## config.mk

```make
export PLATFORM = sky130hd
export DESIGN_NAME = alu_ccr_unit
export DESIGN_NICKNAME = d
export VERILOG_FILES = /design/src/rtl/alu_ccr_pkg.sv /design/src/rtl/alu_operand_sel.sv /design/src/rtl/alu_addsub.sv /design/src/rtl/alu_flag_update.sv /design/src/rtl/alu_ccr_reg.sv /design/src/rtl/alu_ccr_unit.sv
export SDC_FILE = /design/constraint.sdc
export NUM_CORES = 1
export LEC_CHECK = 0
export BUFFER_PORTS_ARGS = -buffer_cell sky130_fd_sc_hd__buf_4
export CORE_ASPECT_RATIO = 0.9
export CORE_MARGIN = 2
export CORE_UTILIZATION = 40
export CTS_BUF_LIST = sky130_fd_sc_hd__clkbuf_2 sky130_fd_sc_hd__clkbuf_4 sky130_fd_sc_hd__clkbuf_8
export CTS_CLUSTER_DIAMETER = 150
export DETAILED_ROUTE_END_ITERATION = 8
export HOLD_SLACK_MARGIN = 0.08
export PLACE_DENSITY = 0.62
export SLEW_MARGIN = 20
export SYNTH_ARGS = -nofsm -noshare
export SYNTH_HDL_FRONTEND = slang
export SYNTH_SLANG_ARGS = --single-unit
```

## constraint.sdc

```tcl
create_clock -name clk -period 6.62 [get_ports clk]
set_input_delay 0.331 -clock clk [delete_from_list [all_inputs] [get_ports clk]]
set_output_delay 0.331 -clock clk [all_outputs]
set_load 0.01 [all_outputs]
```

## src/rtl/alu_ccr_pkg.sv

```systemverilog
package alu_ccr_pkg;

    localparam int BYTE_W = 8;
    localparam int WORD_W = 16;
    localparam int OP_W   = 5;
    localparam int CCR_W  = 8;

    typedef enum logic [OP_W-1:0] {
        OP_ADD   = 5'd0,
        OP_ADC   = 5'd1,
        OP_SUB   = 5'd2,
        OP_SBC   = 5'd3,
        OP_NEG   = 5'd4,
        OP_CLR   = 5'd5,
        OP_INC   = 5'd6,
        OP_DEC   = 5'd7,
        OP_LOAD  = 5'd8,
        OP_IXINC = 5'd9,
        OP_IXDEC = 5'd10,
        OP_SETC  = 5'd11,
        OP_CLRC  = 5'd12,
        OP_SETV  = 5'd13,
        OP_CLRV  = 5'd14,
        OP_SETI  = 5'd15,
        OP_CLRI  = 5'd16,
        OP_A2CC  = 5'd17,
        OP_CC2A  = 5'd18
    } alu_op_e;

    typedef struct packed {
        logic s;
        logic x;
        logic h;
        logic i;
        logic n;
        logic z;
        logic v;
        logic c;
    } ccr_t;

    typedef struct packed {
        logic [WORD_W-1:0] x;
        logic [WORD_W-1:0] y;
        logic              cin;
        logic              wide;
    } addsub_ctl_t;

endpackage

```

## src/rtl/alu_operand_sel.sv

```systemverilog
module alu_operand_sel
    import alu_ccr_pkg::*;
(
    input  alu_op_e           op,
    input  logic              wide,
    input  logic [WORD_W-1:0] opa,
    input  logic [WORD_W-1:0] opb,
    input  logic              carry_flag,
    output addsub_ctl_t       ctl
);

    always_comb begin
        ctl.x    = opa;
        ctl.y    = '0;
        ctl.cin  = 1'b0;
        ctl.wide = wide;
        unique case (op)
            OP_ADD: begin
                ctl.y = opb;
            end
            OP_ADC: begin
                ctl.y   = opb;
                ctl.cin = carry_flag;
            end
            OP_SUB: begin
                ctl.y   = ~opb;
                ctl.cin = 1'b1;
            end
            OP_SBC: begin
                ctl.y   = ~opb;
                ctl.cin = ~carry_flag;
            end
            OP_NEG: begin
                ctl.x   = '0;
                ctl.y   = ~opa;
                ctl.cin = 1'b1;
            end
            OP_CLR: begin
                ctl.x = '0;
            end
            OP_INC: begin
                ctl.cin = 1'b1;
            end
            OP_DEC: begin
                ctl.y = '1;
            end
            OP_IXINC: begin
                ctl.cin  = 1'b1;
                ctl.wide = 1'b1;
            end
            OP_IXDEC: begin
                ctl.y    = '1;
                ctl.wide = 1'b1;
            end
            default: begin
                ctl.x = opa;
            end
        endcase
    end

endmodule

```

## src/rtl/alu_addsub.sv

```systemverilog
module alu_addsub #(
    parameter int WORD_W = 16,
    parameter int BYTE_W = 8
) (
    input  logic [WORD_W-1:0] x,
    input  logic [WORD_W-1:0] y,
    input  logic              cin,
    input  logic              wide,
    output logic [WORD_W-1:0] sum,
    output logic              cout,
    output logic              c_into_msb,
    output logic              half_c
);

    localparam int NIB_W = BYTE_W / 2;

    logic [WORD_W:0]   full_w;
    logic [WORD_W-1:0] low_w;
    logic [BYTE_W:0]   full_b;
    logic [BYTE_W-1:0] low_b;
    logic [NIB_W:0]    nib;

    always_comb begin
        full_w = {1'b0, x} + {1'b0, y} + (WORD_W+1)'(cin);
        low_w  = {1'b0, x[WORD_W-2:0]} + {1'b0, y[WORD_W-2:0]} + WORD_W'(cin);
        full_b = {1'b0, x[BYTE_W-1:0]} + {1'b0, y[BYTE_W-1:0]} + (BYTE_W+1)'(cin);
        low_b  = {1'b0, x[BYTE_W-2:0]} + {1'b0, y[BYTE_W-2:0]} + BYTE_W'(cin);
        nib    = {1'b0, x[NIB_W-1:0]} + {1'b0, y[NIB_W-1:0]} + (NIB_W+1)'(cin);
    end

    assign sum        = full_w[WORD_W-1:0];
    assign cout       = wide ? full_w[WORD_W] : full_b[BYTE_W];
    assign c_into_msb = wide ? low_w[WORD_W-1] : low_b[BYTE_W-1];
    assign half_c     = nib[NIB_W];

endmodule

```

## src/rtl/alu_flag_update.sv

```systemverilog
module alu_flag_update
    import alu_ccr_pkg::*;
(
    input  alu_op_e           op,
    input  logic              wide,
    input  logic [WORD_W-1:0] res,
    input  logic              cout,
    input  logic              c_into_msb,
    input  logic              half_c,
    input  logic [WORD_W-1:0] opa,
    input  ccr_t              cc,
    output ccr_t              nxt
);

    logic neg_bit;
    logic zero_bit;
    logic ovf_bit;

    always_comb begin
        neg_bit  = wide ? res[WORD_W-1] : res[BYTE_W-1];
        zero_bit = wide ? (res == '0) : (res[BYTE_W-1:0] == '0);
        ovf_bit  = cout ^ c_into_msb;
    end

    always_comb begin
        nxt = cc;
        unique case (op)
            OP_ADD, OP_ADC: begin
                nxt.n = neg_bit;
                nxt.z = zero_bit;
                nxt.v = ovf_bit;
                nxt.c = cout;
                if (!wide) begin
                    nxt.h = half_c;
                end
            end
            OP_SUB, OP_SBC, OP_NEG: begin
                nxt.n = neg_bit;
                nxt.z = zero_bit;
                nxt.v = ovf_bit;
                nxt.c = ~cout;
            end
            OP_CLR: begin
                nxt.n = 1'b0;
                nxt.z = 1'b1;
                nxt.v = 1'b0;
                nxt.c = 1'b0;
            end
            OP_INC, OP_DEC: begin
                nxt.n = neg_bit;
                nxt.z = zero_bit;
                nxt.v = ovf_bit;
            end
            OP_LOAD: begin
                nxt.n = neg_bit;
                nxt.z = zero_bit;
                nxt.v = 1'b0;
            end
            OP_IXINC, OP_IXDEC: begin
                nxt.z = zero_bit;
            end
            OP_SETC: nxt.c = 1'b1;
            OP_CLRC: nxt.c = 1'b0;
            OP_SETV: nxt.v = 1'b1;
            OP_CLRV: nxt.v = 1'b0;
            OP_SETI: nxt.i = 1'b1;
            OP_CLRI: nxt.i = 1'b0;
            OP_A2CC: nxt   = ccr_t'(opa[CCR_W-1:0]);
            default: nxt   = cc;
        endcase
    end

endmodule

```

## src/rtl/alu_ccr_reg.sv

```systemverilog
module alu_ccr_reg
    import alu_ccr_pkg::*;
(
    input  logic clk,
    input  logic rst,
    input  logic we,
    input  ccr_t d,
    output ccr_t q
);

    always_ff @(posedge clk) begin
        if (rst) begin
            q <= '0;
        end else if (we) begin
            q <= d;
        end
    end

endmodule

```

## src/rtl/alu_ccr_unit.sv

```systemverilog
module alu_ccr_unit
    import alu_ccr_pkg::*;
(
    input  logic              clk,
    input  logic              rst,
    input  logic [OP_W-1:0]   op,
    input  logic              wide,
    input  logic [WORD_W-1:0] opa,
    input  logic [WORD_W-1:0] opb,
    input  logic              ccr_we,
    output logic [WORD_W-1:0] result,
    output logic [CCR_W-1:0]  flags_next,
    output logic [CCR_W-1:0]  ccr_q
);

    alu_op_e           op_e;
    addsub_ctl_t       ctl;
    ccr_t              cc_cur;
    ccr_t              cc_nxt;
    logic [WORD_W-1:0] sum;
    logic              cout;
    logic              c_msb;
    logic              half_c;
    logic [WORD_W-1:0] res;

    assign op_e = alu_op_e'(op);

    alu_operand_sel u_sel (
        .op         (op_e),
        .wide       (wide),
        .opa        (opa),
        .opb        (opb),
        .carry_flag (cc_cur.c),
        .ctl        (ctl)
    );

    alu_addsub #(
        .WORD_W (WORD_W),
        .BYTE_W (BYTE_W)
    ) u_add (
        .x          (ctl.x),
        .y          (ctl.y),
        .cin        (ctl.cin),
        .wide       (ctl.wide),
        .sum        (sum),
        .cout       (cout),
        .c_into_msb (c_msb),
        .half_c     (half_c)
    );

    always_comb begin
        unique case (op_e)
            OP_ADD, OP_ADC, OP_SUB, OP_SBC, OP_NEG,
            OP_CLR, OP_INC, OP_DEC, OP_LOAD: begin
                res = ctl.wide ? sum : {{(WORD_W-BYTE_W){1'b0}}, sum[BYTE_W-1:0]};
            end
            OP_IXINC, OP_IXDEC: res = sum;
            OP_CC2A:            res = {{(WORD_W-CCR_W){1'b0}}, cc_cur};
            default:            res = opa;
        endcase
    end

    alu_flag_update u_flags (
        .op         (op_e),
        .wide       (ctl.wide),
        .res        (res),
        .cout       (cout),
        .c_into_msb (c_msb),
        .half_c     (half_c),
        .opa        (opa),
        .cc         (cc_cur),
        .nxt        (cc_nxt)
    );

    alu_ccr_reg u_ccr (
        .clk (clk),
        .rst (rst),
        .we  (ccr_we),
        .d   (cc_nxt),
        .q   (cc_cur)
    );

    assign result     = res;
    assign flags_next = cc_nxt;
    assign ccr_q      = cc_cur;

endmodule

```

# ---- Yosys cells after proc, flatten, opt, wreduce, memory -nomap -nowiden
# Cells that the tools add are included.
# W data, S select, Z words.
dict set report word_totals {
  register_bits 8
  inputBits 41
  output_inout_bits 32
  word_cells 75
}
dict set report op_classes {
  n_addsub 10
  n_eq_ne 18
  muxes 18
  n_bitwise 5
  n_reduce_logical 16
}
# op count
set ops {}
lappend ops {{$pmux W16 S4} 1}
lappend ops {{$pmux W16 S3} 1}
lappend ops {{$eq A5 B4 Y1 const B} 8}
lappend ops {{$mux W16} 2}
lappend ops {{$not A16 Y16} 2}
lappend ops {{$eq A5 B3 Y1 const B} 4}
lappend ops {{$add A16 B16 Y17} 1}
lappend ops {{$add A17 B1 Y17} 1}
lappend ops {{$add A15 B15 Y16} 1}
lappend ops {{$add A16 B1 Y16} 1}
lappend ops {{$logic_not A16 Y1} 1}
lappend ops {{$eq A5 B5 Y1 const B} 3}
lappend ops {{$pmux W1 S3} 4}
lappend ops {{$reduce_or A2 Y1} 6}
lappend ops {{$eq A5 B2 Y1 const B} 2}
lappend ops {{$reduce_or A10 Y1} 1}
lappend ops {{$add A8 B8 Y9} 1}
lappend ops {{$add A9 B1 Y9} 1}
lappend ops {{$reduce_or A9 Y1} 1}
lappend ops {{$add A7 B7 Y8} 1}
lappend ops {{$add A8 B1 Y8} 1}
lappend ops {{$logic_not A8 Y1} 1}
lappend ops {{$reduce_or A8 Y1} 1}
lappend ops {{$reduce_or A7 Y1} 1}
lappend ops {{other kinds (13)} 20}

# ---- Depth between registers and ports, before layout
# Gate-level depths: netlist of run 1.
dict set report depth {
  ltp_word 10
  ltp_mapped 18
  ltp_nobuf 16
}

# ---- Modules after synthesis
# Synthesis of run 1 repeated with hierarchy kept, for this count alone.
dict set report hier_totals {
  cells_unflattened 313
  hier_area_um2 2528.7
}
# mod instances cells_each area_per_inst_um2
set by_module_without_submodules {}
lappend by_module_without_submodules {alu_addsub 1 116 838.3}
lappend by_module_without_submodules {alu_operand_sel 1 70 648.1}
lappend by_module_without_submodules {alu_flag_update 1 65 449.2}
lappend by_module_without_submodules {alu_ccr_unit 1 36 307.8}
lappend by_module_without_submodules {alu_ccr_reg 1 26 285.3}

# ---- Worst setup path after synthesis of run 1
# OpenSTA, ideal clock, no wires.
dict set report synth_path {
  kind {input to output}
  start {input port op[2]}
  end {output port flags_next[2]}
  arrival_ns 4.669
  t_required_ns 6.289
  slack_ns 1.620
  cell_stages 15
  n_path_buf 3
  path_cell_list {buf_2 clkbuf_1 nor4_1 clkbuf_1 a211oi_1 fa_1 fa_1 nand2b_1 a211o_1 a21o_1 a221o_1 a311oi_2 o2111ai_1 o41a_1 nor2_1}
}
dict set report synth_via {
  elab_chain_len 10
  word_cells_on_any_way 33
  cone_classes {add/sub (2); eq/ne (12); mux (8); reduce/logical (11)}
}
# item line_no
set synth_rtl {}
lappend synth_rtl {{start: declaration} alu_ccr_unit.sv:6} ;# input logic [OP_W-1:0] op,
lappend synth_rtl {{$eq A5 B4 Y1, or another cell as far along} {alu_operand_sel.sv:17, alu_ccr_unit.sv:52}}
lappend synth_rtl {{$reduce_or A2 Y1 (no line)} -}
lappend synth_rtl {{$pmux W16 S4 / $mux W16 (equally long branches)} alu_operand_sel.sv:17} ;# unique case (op)
lappend synth_rtl {{$add A16 B16 Y17} alu_addsub.sv:24} ;# full_w = {1'b0, x} + {1'b0, y} + (WORD_W+1)'(cin);
lappend synth_rtl {{$add A17 B1 Y17} alu_addsub.sv:24}
lappend synth_rtl {{$mux W16} alu_ccr_unit.sv:55} ;# res = ctl.wide ? sum : {{(WORD_W-BYTE_W){1'b0}}, sum[BYTE_W-1:0]};
lappend synth_rtl {{$pmux W16 S3 *} alu_ccr_unit.sv:52} ;# unique case (op_e)
lappend synth_rtl {{net result[8]} alu_ccr_unit.sv:11} ;# output logic [WORD_W-1:0] result,
lappend synth_rtl {{$logic_not A16 Y1 *} alu_flag_update.sv:21} ;# zero_bit = wide ? (res == '0) : (res[BYTE_W-1:0] == '0);
lappend synth_rtl {{$mux W1 *} alu_flag_update.sv:21}
lappend synth_rtl {{$pmux W1 S3 *} alu_flag_update.sv:27} ;# unique case (op)
lappend synth_rtl {{end: declaration} alu_ccr_unit.sv:12} ;# output logic [CCR_W-1:0] flags_next,
# The timed path passes the listed nets; every way through them passes the cells marked *.

# ---- Worst setup path after layout of run 1
dict set report layout_path {
  start {input port op[4]}
  end {output port flags_next[2]}
}
dict set report layout_via {
  elab_chain_len 10
  word_cells_on_any_way 33
  cone_classes {add/sub (2); eq/ne (12); mux (8); reduce/logical (11)}
}
# item line_no
set layout_rtl {}
lappend layout_rtl {{$eq A5 B4 Y1, or another cell as far along} {alu_operand_sel.sv:17, alu_flag_update.sv:27, alu_ccr_unit.sv:52}}
lappend layout_rtl {{$reduce_or A2 Y1 (no line)} -}
lappend layout_rtl {{$pmux W16 S4 / $mux W16 (equally long branches)} alu_operand_sel.sv:17}
lappend layout_rtl {{$add A16 B16 Y17} alu_addsub.sv:24}
lappend layout_rtl {{$add A17 B1 Y17} alu_addsub.sv:24}
lappend layout_rtl {{$mux W16} alu_ccr_unit.sv:55}
lappend layout_rtl {{$pmux W16 S3} alu_ccr_unit.sv:52}
lappend layout_rtl {{$logic_not A16 Y1 / $logic_not A8 Y1 (equally long branches)} alu_flag_update.sv:21}
lappend layout_rtl {{$mux W1} alu_flag_update.sv:21}
lappend layout_rtl {{$pmux W1 S3 *} alu_flag_update.sv:27}
# Every way passes the cells marked *; elsewhere a longest branch is shown, timed or not.

==> summary.txt, run 1 <==
STA
  • RSZ-0062 raised after global routing: no
  • Final hold violation count: 0
  • Max Clk Rate: 0.1983 GHz
  • Setup TNS: 0 ps
  • Worst Tran Pin Value: a little under 900 ps
  • Max Slew Vio Count: 0
  • Final setup violation count: 0
  • Minimum clock period: 5042 ps
  • Max Clock Skew: about 2.4 ps
  • Fin crit share: between 70% and 80%
  • Slew HR: 41.78%

Clock network
  • Clock sink total: 8
  • CTS root buffer: clkbuf_8
  • Hold buffers post-CTS: 0
  • Insertion delay to the later sink of the worst-skew pair: about 220 ps
  • Clock slew at reported path FFs: 40 ps
  • CTS tree: yes
  • Setup bufs post-CTS: 0
  • Worst-case clock buffer depth: 2
  • Max H-tree Level: 1
  • CTS buffer count: 3
  • Post-cts sizing count: 0

Layout
  • Layout Area Growth over Synthesis: 23.66%
  • Final nets: 493
  • Antenna cell count: 0
  • Fin cells: 503
  • Regs by FF count: u_ccr.q x8
  • Share of cells above drive strength 1: roughly a fifth
  • Largest register by flop count: u_ccr.q
  • Max FFs per register: 8
  • Util after Layout: approximately 52%

GRT
  • Initial antenna violation count: 0
  • Number of global-route vias before repair: between 2000 and 3000
  • GRT Residual Overflow: 0
  • First-pass GRT wire length: approximately 14 mm
  • Pin count of the biggest net entering global routing: 25
  • Tot GR Track Use: around 25%

Floorplanning
  • Core box area: about 5800 µm²
  • Die ar.: 6708 µm²
  • Row cnt: 26
  • Die Span Y: ~78 µm
  • Die Wd: between 80 and 90 µm
  • Initial core utilization: 42.16%
  • # IOs: between 70 and 80

Pwr
  • Maximum VDD drop: 115.3 µV
  • Power per Cell Area: 119.4 nW/µm²
  • Pleak: 1.356 nW

Routing
  • Vias/cell: between 5 and 6
  • Pre-antenna DRT Iters: 8
  • Drt total wl: between 8 and 9 mm
  • Post-DRT Antenna Nets: 0
  • Via count: 3012
  • Routed wire length per instance: around 17 µm
  • Initial DRC count: roughly 270
  • # DRC: 0

Setup path
  • CP startpoint kind: input port
  • Required @ worst endpoint: between 6000 and 7000 ps
  • CP Class: input port to primary output
  • Critical path capture point type: primary output
  • CP max FO: 22
  • Worst Path Arrival: between 4000 and 5000 ps

Synth
  • Post-synth ARST share: 0%
  • Cells after Synth: 380
  • Seq/Total Area, Yosys: between 6 and 7%
  • EDFF count, synth: 0
  • Syn nets: around 440
  • Avg Synthesized Cell Area: 6.388 µm²
  • Mapped Area: 2427 µm²
  • Primary FF master, synth: dfxtp_1
  • Yosys warning count: 0
  • Unique cell type count in the Yosys netlist: slightly above 60
  • Seq cells post-synth: 8

Status
  • Status: finished, final reports clean

Placed design
  • Routability Congestion: approximately 0.94
  • Cell count after placement: 500
  • Post-DP HPWL: 6.955 mm
  • PortBufs: a little over 70

Flow run
  • Maxcap violations: 0

Worst hold path
  • Hold Crit Class: input port to flip-flop
## layer usage
metal  vias up  wire, µm  part of all wire, %  GRT usage (%)
met3         2       754                  8.7          2.660
met2       152      3459                   40          35.74
met4         0         4                0.046          3.016
met1      1356      4401                   51          40.34
li1       1502         -                    -              -
met5         -         0                    0              0
## kinds of logic after synthesis
family / synth area share, %
xor gates and xnor gates: 3.969
and+or+nand+nor: 30.98
muxes: 1.701
AOI/OAI and AO/OA: 40.41
DFF: 6.598
adders and majority gates: 9.382
buffers and inverters: 6.958
## worst paths after layout
| check | start | to | slack (ps) | cells past startpoint |
|---|---|---|---|---|
| worst min register to register | u_ccr.q[4] | u_ccr.q[4] | 530 | 2 |
| worst min-delay path | rst | u_ccr.q[1] | 350 | 2 |
| worst max-delay path | op[4] | flags_next[2] | 1580 | 18 |
| worst max register to register | u_ccr.q[0] | u_ccr.q[2] | 2790 | 14 |
## critical path, stage by stage
cell       delay (ps)
buf_4             180
nand2b_1          190
nor3_1            150
buf_4             230
nand2b_1          320
o21ai_0           260
a211oi_1          100
fa_1              470
fa_1              420
nand2b_1          180
a211o_1           310
a21o_1            200
a221o_1           340
a311oi_2          200
o2111ai_1         160
o41a_1            440
nor2_1            110
buf_4             130
## report_power, final
group	switching [mW]	internal [mW]
Clock	0.0182	0.0393
Sequential	0.00294	0.0503
Combinational	0.139	0.109
## placed cells by master (no fill, tap or decap), drive strengths merged, types with 3 or more instances in the layout
cell	instances
a211o	3
nor3	7
inv	12
nor2b	18
ha	15
xor2	4
o22ai	5
a211oi	4
o211ai	15
xnor2	7
buf	75
o21a	5
nor4	3
a21oi	41
dfxtp	8
a2111oi	3
a221o	4
nor2	55
a22oi	4
and3	3
mux2i	3
and2	3
nand3	9
nand2	43
or3	4
nand2b	11
o21ai	20
clkbuf	3
a21o	9
## cell usage after synthesis, types with 3 or more instances
cell type	instances	area, µm²
nor2_1	55	206.5
nand2_1	43	161.4
a21oi_1	40	200.2
o21ai_0	20	100.1
nor2b_1	18	112.6
clkbuf_1	15	56.30
ha_1	15	187.7
o211ai_1	15	112.6
inv_1	12	45.04
nand2b_1	11	68.82
a21o_1	9	67.56
nand3_1	9	45.04
dfxtp_1	8	160.2
nor3_1	7	35.03
xnor2_1	7	61.31
o21a_1	5	37.54
o22ai_1	5	31.28
a211oi_1	4	30.03
a221o_1	4	40.04
a22oi_1	4	30.03
or3_1	4	25.02
xor2_1	4	35.03
a2111oi_0	3	26.28
a211o_1	3	26.28
and3_1	3	18.77
buf_1	3	11.26
buf_2	3	15.01
buf_6	3	33.78
mux2i_1	3	30.03
nor4_1	3	18.77
## final cells by class
class,instances,area (µm²)
fill,604,2756
multi-input combinational,335,2105
timing repair buffer,75,563.0
sequential,8,160.2
tap,70,87.58
inverter,12,45.04
clock buffer,3,41.29
## metrics by stage
step | instance area [µm²] | power, mW | worst slack [ps] | hold WS, ps
2_1_floorplan | 2427 | 0.2076 | 1620 | 493.5
3_3_place_gp | 2960 | 0.2970 | 1734 | 517.6
3_5_place_dp | 2960 | 0.2956 | 1592 | 520.5
4_1_cts | 3002 | 0.3553 | 1596 | 347.9
5_1_grt | 3002 | 0.3848 | 1162 | 354.7
6_report | 3002 | 0.3583 | 1578 | 353.9
Note: power is estimated with default switching activity, not from simulation.
==> run 2, diff against run 1 <==
--- a/config.mk
+++ b/config.mk
@@ -5,6 +5,7 @@
 export SDC_FILE = /design/constraint.sdc
 export NUM_CORES = 1
 export LEC_CHECK = 0
+export ABC_AREA = 1
 export BUFFER_PORTS_ARGS = -buffer_cell sky130_fd_sc_hd__buf_4
 export CORE_ASPECT_RATIO = 0.9
 export CORE_MARGIN = 2
@@ -13,7 +14,7 @@
 export CTS_CLUSTER_DIAMETER = 150
 export DETAILED_ROUTE_END_ITERATION = 8
 export HOLD_SLACK_MARGIN = 0.08
-export PLACE_DENSITY = 0.62
+export PLACE_DENSITY = 0.61
 export SLEW_MARGIN = 20
 export SYNTH_ARGS = -nofsm -noshare
 export SYNTH_HDL_FRONTEND = slang
==> constraint.sdc (replaced) <==
create_clock -name clk -period 4.9 [get_ports clk]
set_input_delay 0.245 -clock clk [delete_from_list [all_inputs] [get_ports clk]]
set_output_delay 0.245 -clock clk [all_outputs]
set_load 0.01 [all_outputs]
==> run 2 against run 1 <==
Area after synthesis up 11%. Power grew 43%. Setup slack worse by 740 ps. Highest routed layer unchanged. Core utilization is 1.0 points lower. Die area up 10%. Count of clock-buffer cells in the layout did not move. Sequential cell count unchanged. Sequential share of layout area shrank 0.55 points. Sequential power grew 42%.
==> summary.txt, run 2 <==
Status
  • Status: finished, final reports clean

Synth
  • Yosys warning count: 0 (unchanged)
  • Primary FF master, synth: dfxtp_1
  • Cell taking the most area after synthesis: nand2_1
  • Count leader, synth: nand2_1
  • Synth top cells by count: 170 x nand2_1, 117 x inv_1, 80 x nor2_1
  • Seq cells post-synth: 8 (unchanged)
  • Synth top area cells: nand2_1 24%, inv_1 16%, nor2_1 11%, ha_1 7.0%, dfxtp_1 6.0%
  • Syn nets: 586 (+34%)
  • Avg Synthesized Cell Area: 5.092 µm² (-20%)
  • Post-synth ARST share: 0% (unchanged)
  • Cells after Synth: 528 (+39%)
  • EDFF count, synth: 0 (unchanged)
  • Seq/Total Area, Yosys: 5.956% (-0.64 points)
  • Share of the synthesized area in the top cell type: 23.73% (+15 points)
  • Unique cell type count in the Yosys netlist: 40 (-34%)
  • Mapped Area: 2689 µm² (+11%)

Layout
  • Commonest non-fill, non-tap cell in the layout: nand2_1
  • Final nets: 656 (+33%)
  • Most frequent cells in the layout: 170 x nand2_1, 117 x inv_1, 80 x nor2_1
  • Layout Area Growth over Synthesis: 24.57%
  • Regs by FF count: u_ccr.q x8
  • Util after Layout: 51.13% (-1.0 points)
  • Max FFs per register: 8 (unchanged)
  • Antenna cell count: 0 (unchanged)
  • Largest register by flop count: u_ccr.q
  • Share of cells above drive strength 1: 16.28% (-3.8 points)

Setup path
  • Required @ worst endpoint: 4660 ps (-1630 ps)
  • CP Class: input port to primary output
  • CP max FO: 15 (-32%)
  • Critical path capture point type: primary output
  • CP startpoint kind: input port
  • Worst Path Arrival: 3820 ps (-890 ps)

Routing
  • Post-DRT Antenna Nets: 0 (unchanged)
  • Via count: 3413 (+13%)
  • Drt total wl: 9.320 mm (+8.1%)
  • Initial DRC count: 237 (-13%)
  • Pre-antenna DRT Iters: 5 (-3)
  • Vias/cell: 4.975 (-17%)
  • Routed wire length per instance: 13.59 µm (-21%)
  • # DRC: 0 (unchanged)

STA
  • Max Clk Rate: 0.2462 GHz
  • Final hold violation count: 0 (unchanged)
  • Max Slew Vio Count: 0 (unchanged)
  • Slew HR: 46.32% (+4.5 points)
  • RSZ-0062 raised after global routing: no
  • Max Clock Skew: 1.142 ps (-1.258 ps)
  • Hold Slack: 257.3 ps (-96.58 ps)
  • Minimum clock period: approximately 4100 ps
  • Setup TNS: 0 ps (unchanged)
  • Worst setup margin: 838.0 ps (-740.0 ps)
  • Final setup violation count: 0 (unchanged)
  • Worst Tran Pin Value: 784.9 ps (-84.34 ps)
  • Fin crit share: slightly above 80%

GRT
  • GRT Residual Overflow: 0 (unchanged)
  • Pin count of the biggest net entering global routing: 18 (-28%)
  • Number of global-route vias before repair: 3056 (+13%)
  • Initial antenna violation count: 0 (unchanged)
  • Tot GR Track Use: 24.76% (-0.27 points)
  • First-pass GRT wire length: 14.89 mm (+7.4%)

Worst hold path
  • Hold Crit Class: input port to flip-flop

Floorplanning
  • Row cnt: 28 (+7.7%)
  • Core box area: 6551 µm² (+14%)
  • # IOs: 73 (unchanged)
  • Die Wd: 90.43 µm (+5.0%)
  • Die ar.: 7395 µm² (+10%)
  • Die Span Y: 81.78 µm (+5.0%)
  • Initial core utilization: 41.04% (-1.1 points)

Pwr
  • Int Pwr: 0.2652 mW (+34%)
  • Power per Cell Area: 153.1 nW/µm² (+28%)
  • Pleak: 2.010 nW (+48%)
  • Psw: 0.2476 mW (+55%)
  • Seq pwr share: 14.8% (about the same)
  • Combinational share of power: 69.8% (+0.7 points)
  • Clock power frac: 15.5% (-0.6 points)
  • Switching Fraction: 48.28% (+3.6 points)
  • Maximum VDD drop: 85.30 µV (-26%)

Placed design
  • Post-DP HPWL: 7.749 mm (+11%)
  • Post-Place Setup Slack: 815.5 ps (-776.2 ps)
  • Routability Congestion: 0.9438 (+0.13%)
  • PortBufs: 72 (unchanged)

Clock network
  • Setup bufs post-CTS: 0 (unchanged)
  • Hold buffers post-CTS: 0 (unchanged)
  • CTS tree: yes
  • Insertion delay to the later sink of the worst-skew pair: 230 ps (about the same)
  • Clock slew at reported path FFs: 40 ps (about the same)
  • Clock sink total: 8 (unchanged)
  • Post-cts sizing count: 0 (unchanged)
  • CTS root buffer: clkbuf_8
  • CTS buffer count: 3 (unchanged)
  • Worst-case clock buffer depth: 2 (unchanged)
  • Max H-tree Level: 1 (unchanged)

Flow run
  • Maxcap violations: 0 (unchanged)
-- run 2: cell count changes in the layout (fill, tap and decap cells not counted), moves of 11 or more --
| cell | before | now |
|---|---|---|
| a21oi_1 | 40 | 14 |
| inv_1 | 12 | 117 |
| nor2_1 | 55 | 80 |
| o211ai_1 | 15 | 4 |
| o2111ai_1 | 2 | 14 |
| nand2b_1 | 11 | 0 |
| nand3_1 | 9 | 21 |
| nor2b_1 | 18 | 0 |
| nand2_1 | 43 | 170 |
-- run 2: metrics by stage --
stage	area, µm²	std cells	power (mW)
after floorplan	2689	528	0.2969
after global placement	3308	683	0.4290
after detailed placement	3308	683	0.4298
after CTS	3349	686	0.5113
after global routing	3349	686	0.5622
final	3349	686	0.5129
-- run 2: logic make-up (layout without fill, tap and decap cells) --
family | after synthesis | in the layout | synth area share (%)
DFF | 8 | 8 | 5.956
AOI/OAI and AO/OA | 61 | 61 | 15.08
xor gates and xnor gates | 6 | 6 | 1.954
adders and majority gates | 17 | 17 | 8.469
and+or+nand+nor | 307 | 307 | 49.98
buffers and inverters | 129 | 197 | 18.57
-- run 2: worst max-delay path, cell delays in order --
cell      delay [ps]
buf_4            140
inv_2            120
nand3_2          150
o22ai_1          220
inv_1            300
o21ai_0          180
a211oi_1          90
fa_1             470
fa_1             420
inv_1             90
nand3_1           60
nand3_1          210
nand2_1          110
nand2_1          130
nand2_1           60
nand2_1           60
nand3_1           70
nand2_1          100
inv_1             40
nand2_1           60
nor2_1            50
nand2_1           60
nand2_1           40
nand2_1           90
nand3_1           80
buf_4            150
-- run 2: final timing paths --
| check | endpoint | from | cells past startpoint | slack (ps) |
|---|---|---|---|---|
| max | flags_next[2] | op[4] | 26 | 840 |
| min | u_ccr.q[1] | ccr_we | 2 | 260 |
| max reg2reg | u_ccr.q[2] | u_ccr.q[0] | 22 | 1620 |
| min reg2reg | u_ccr.q[4] | u_ccr.q[4] | 2 | 560 |
-- run 2: power by group through the flow --
| stage | clock (mW) | sequential, mW | combinational [mW] |
|---|---|---|---|
| floorplan | 0 | 0.0768 | 0.220 |
| global placement | 0 | 0.0766 | 0.352 |
| detailed placement | 0 | 0.0766 | 0.353 |
| CTS | 0.0809 | 0.0756 | 0.355 |
| global route | 0.0851 | 0.0761 | 0.401 |
| finish | 0.0794 | 0.0757 | 0.358 |
-- run 2: layer usage --
| layer | track usage [%] | vias up | routed length (µm) |
|---|---|---|---|
| met5 | 0 | - | 0 |
| met3 | 3.670 | 2 | 701 |
| met2 | 38.35 | 111 | 3878 |
| met1 | 37.96 | 1516 | 4731 |
| li1 | - | 1784 | - |
| met4 | 0.9231 | 0 | 8 |
-- run 2: cell type report --
class | instances | area, µm²
clock buffers | 3 | 41.29
fillers | 760 | 3202
inverters | 120 | 450.4
multi-input cells | 391 | 2029
flip-flops and latches | 8 | 160.2
well taps | 90 | 112.6
repair buffers | 74 | 555.5
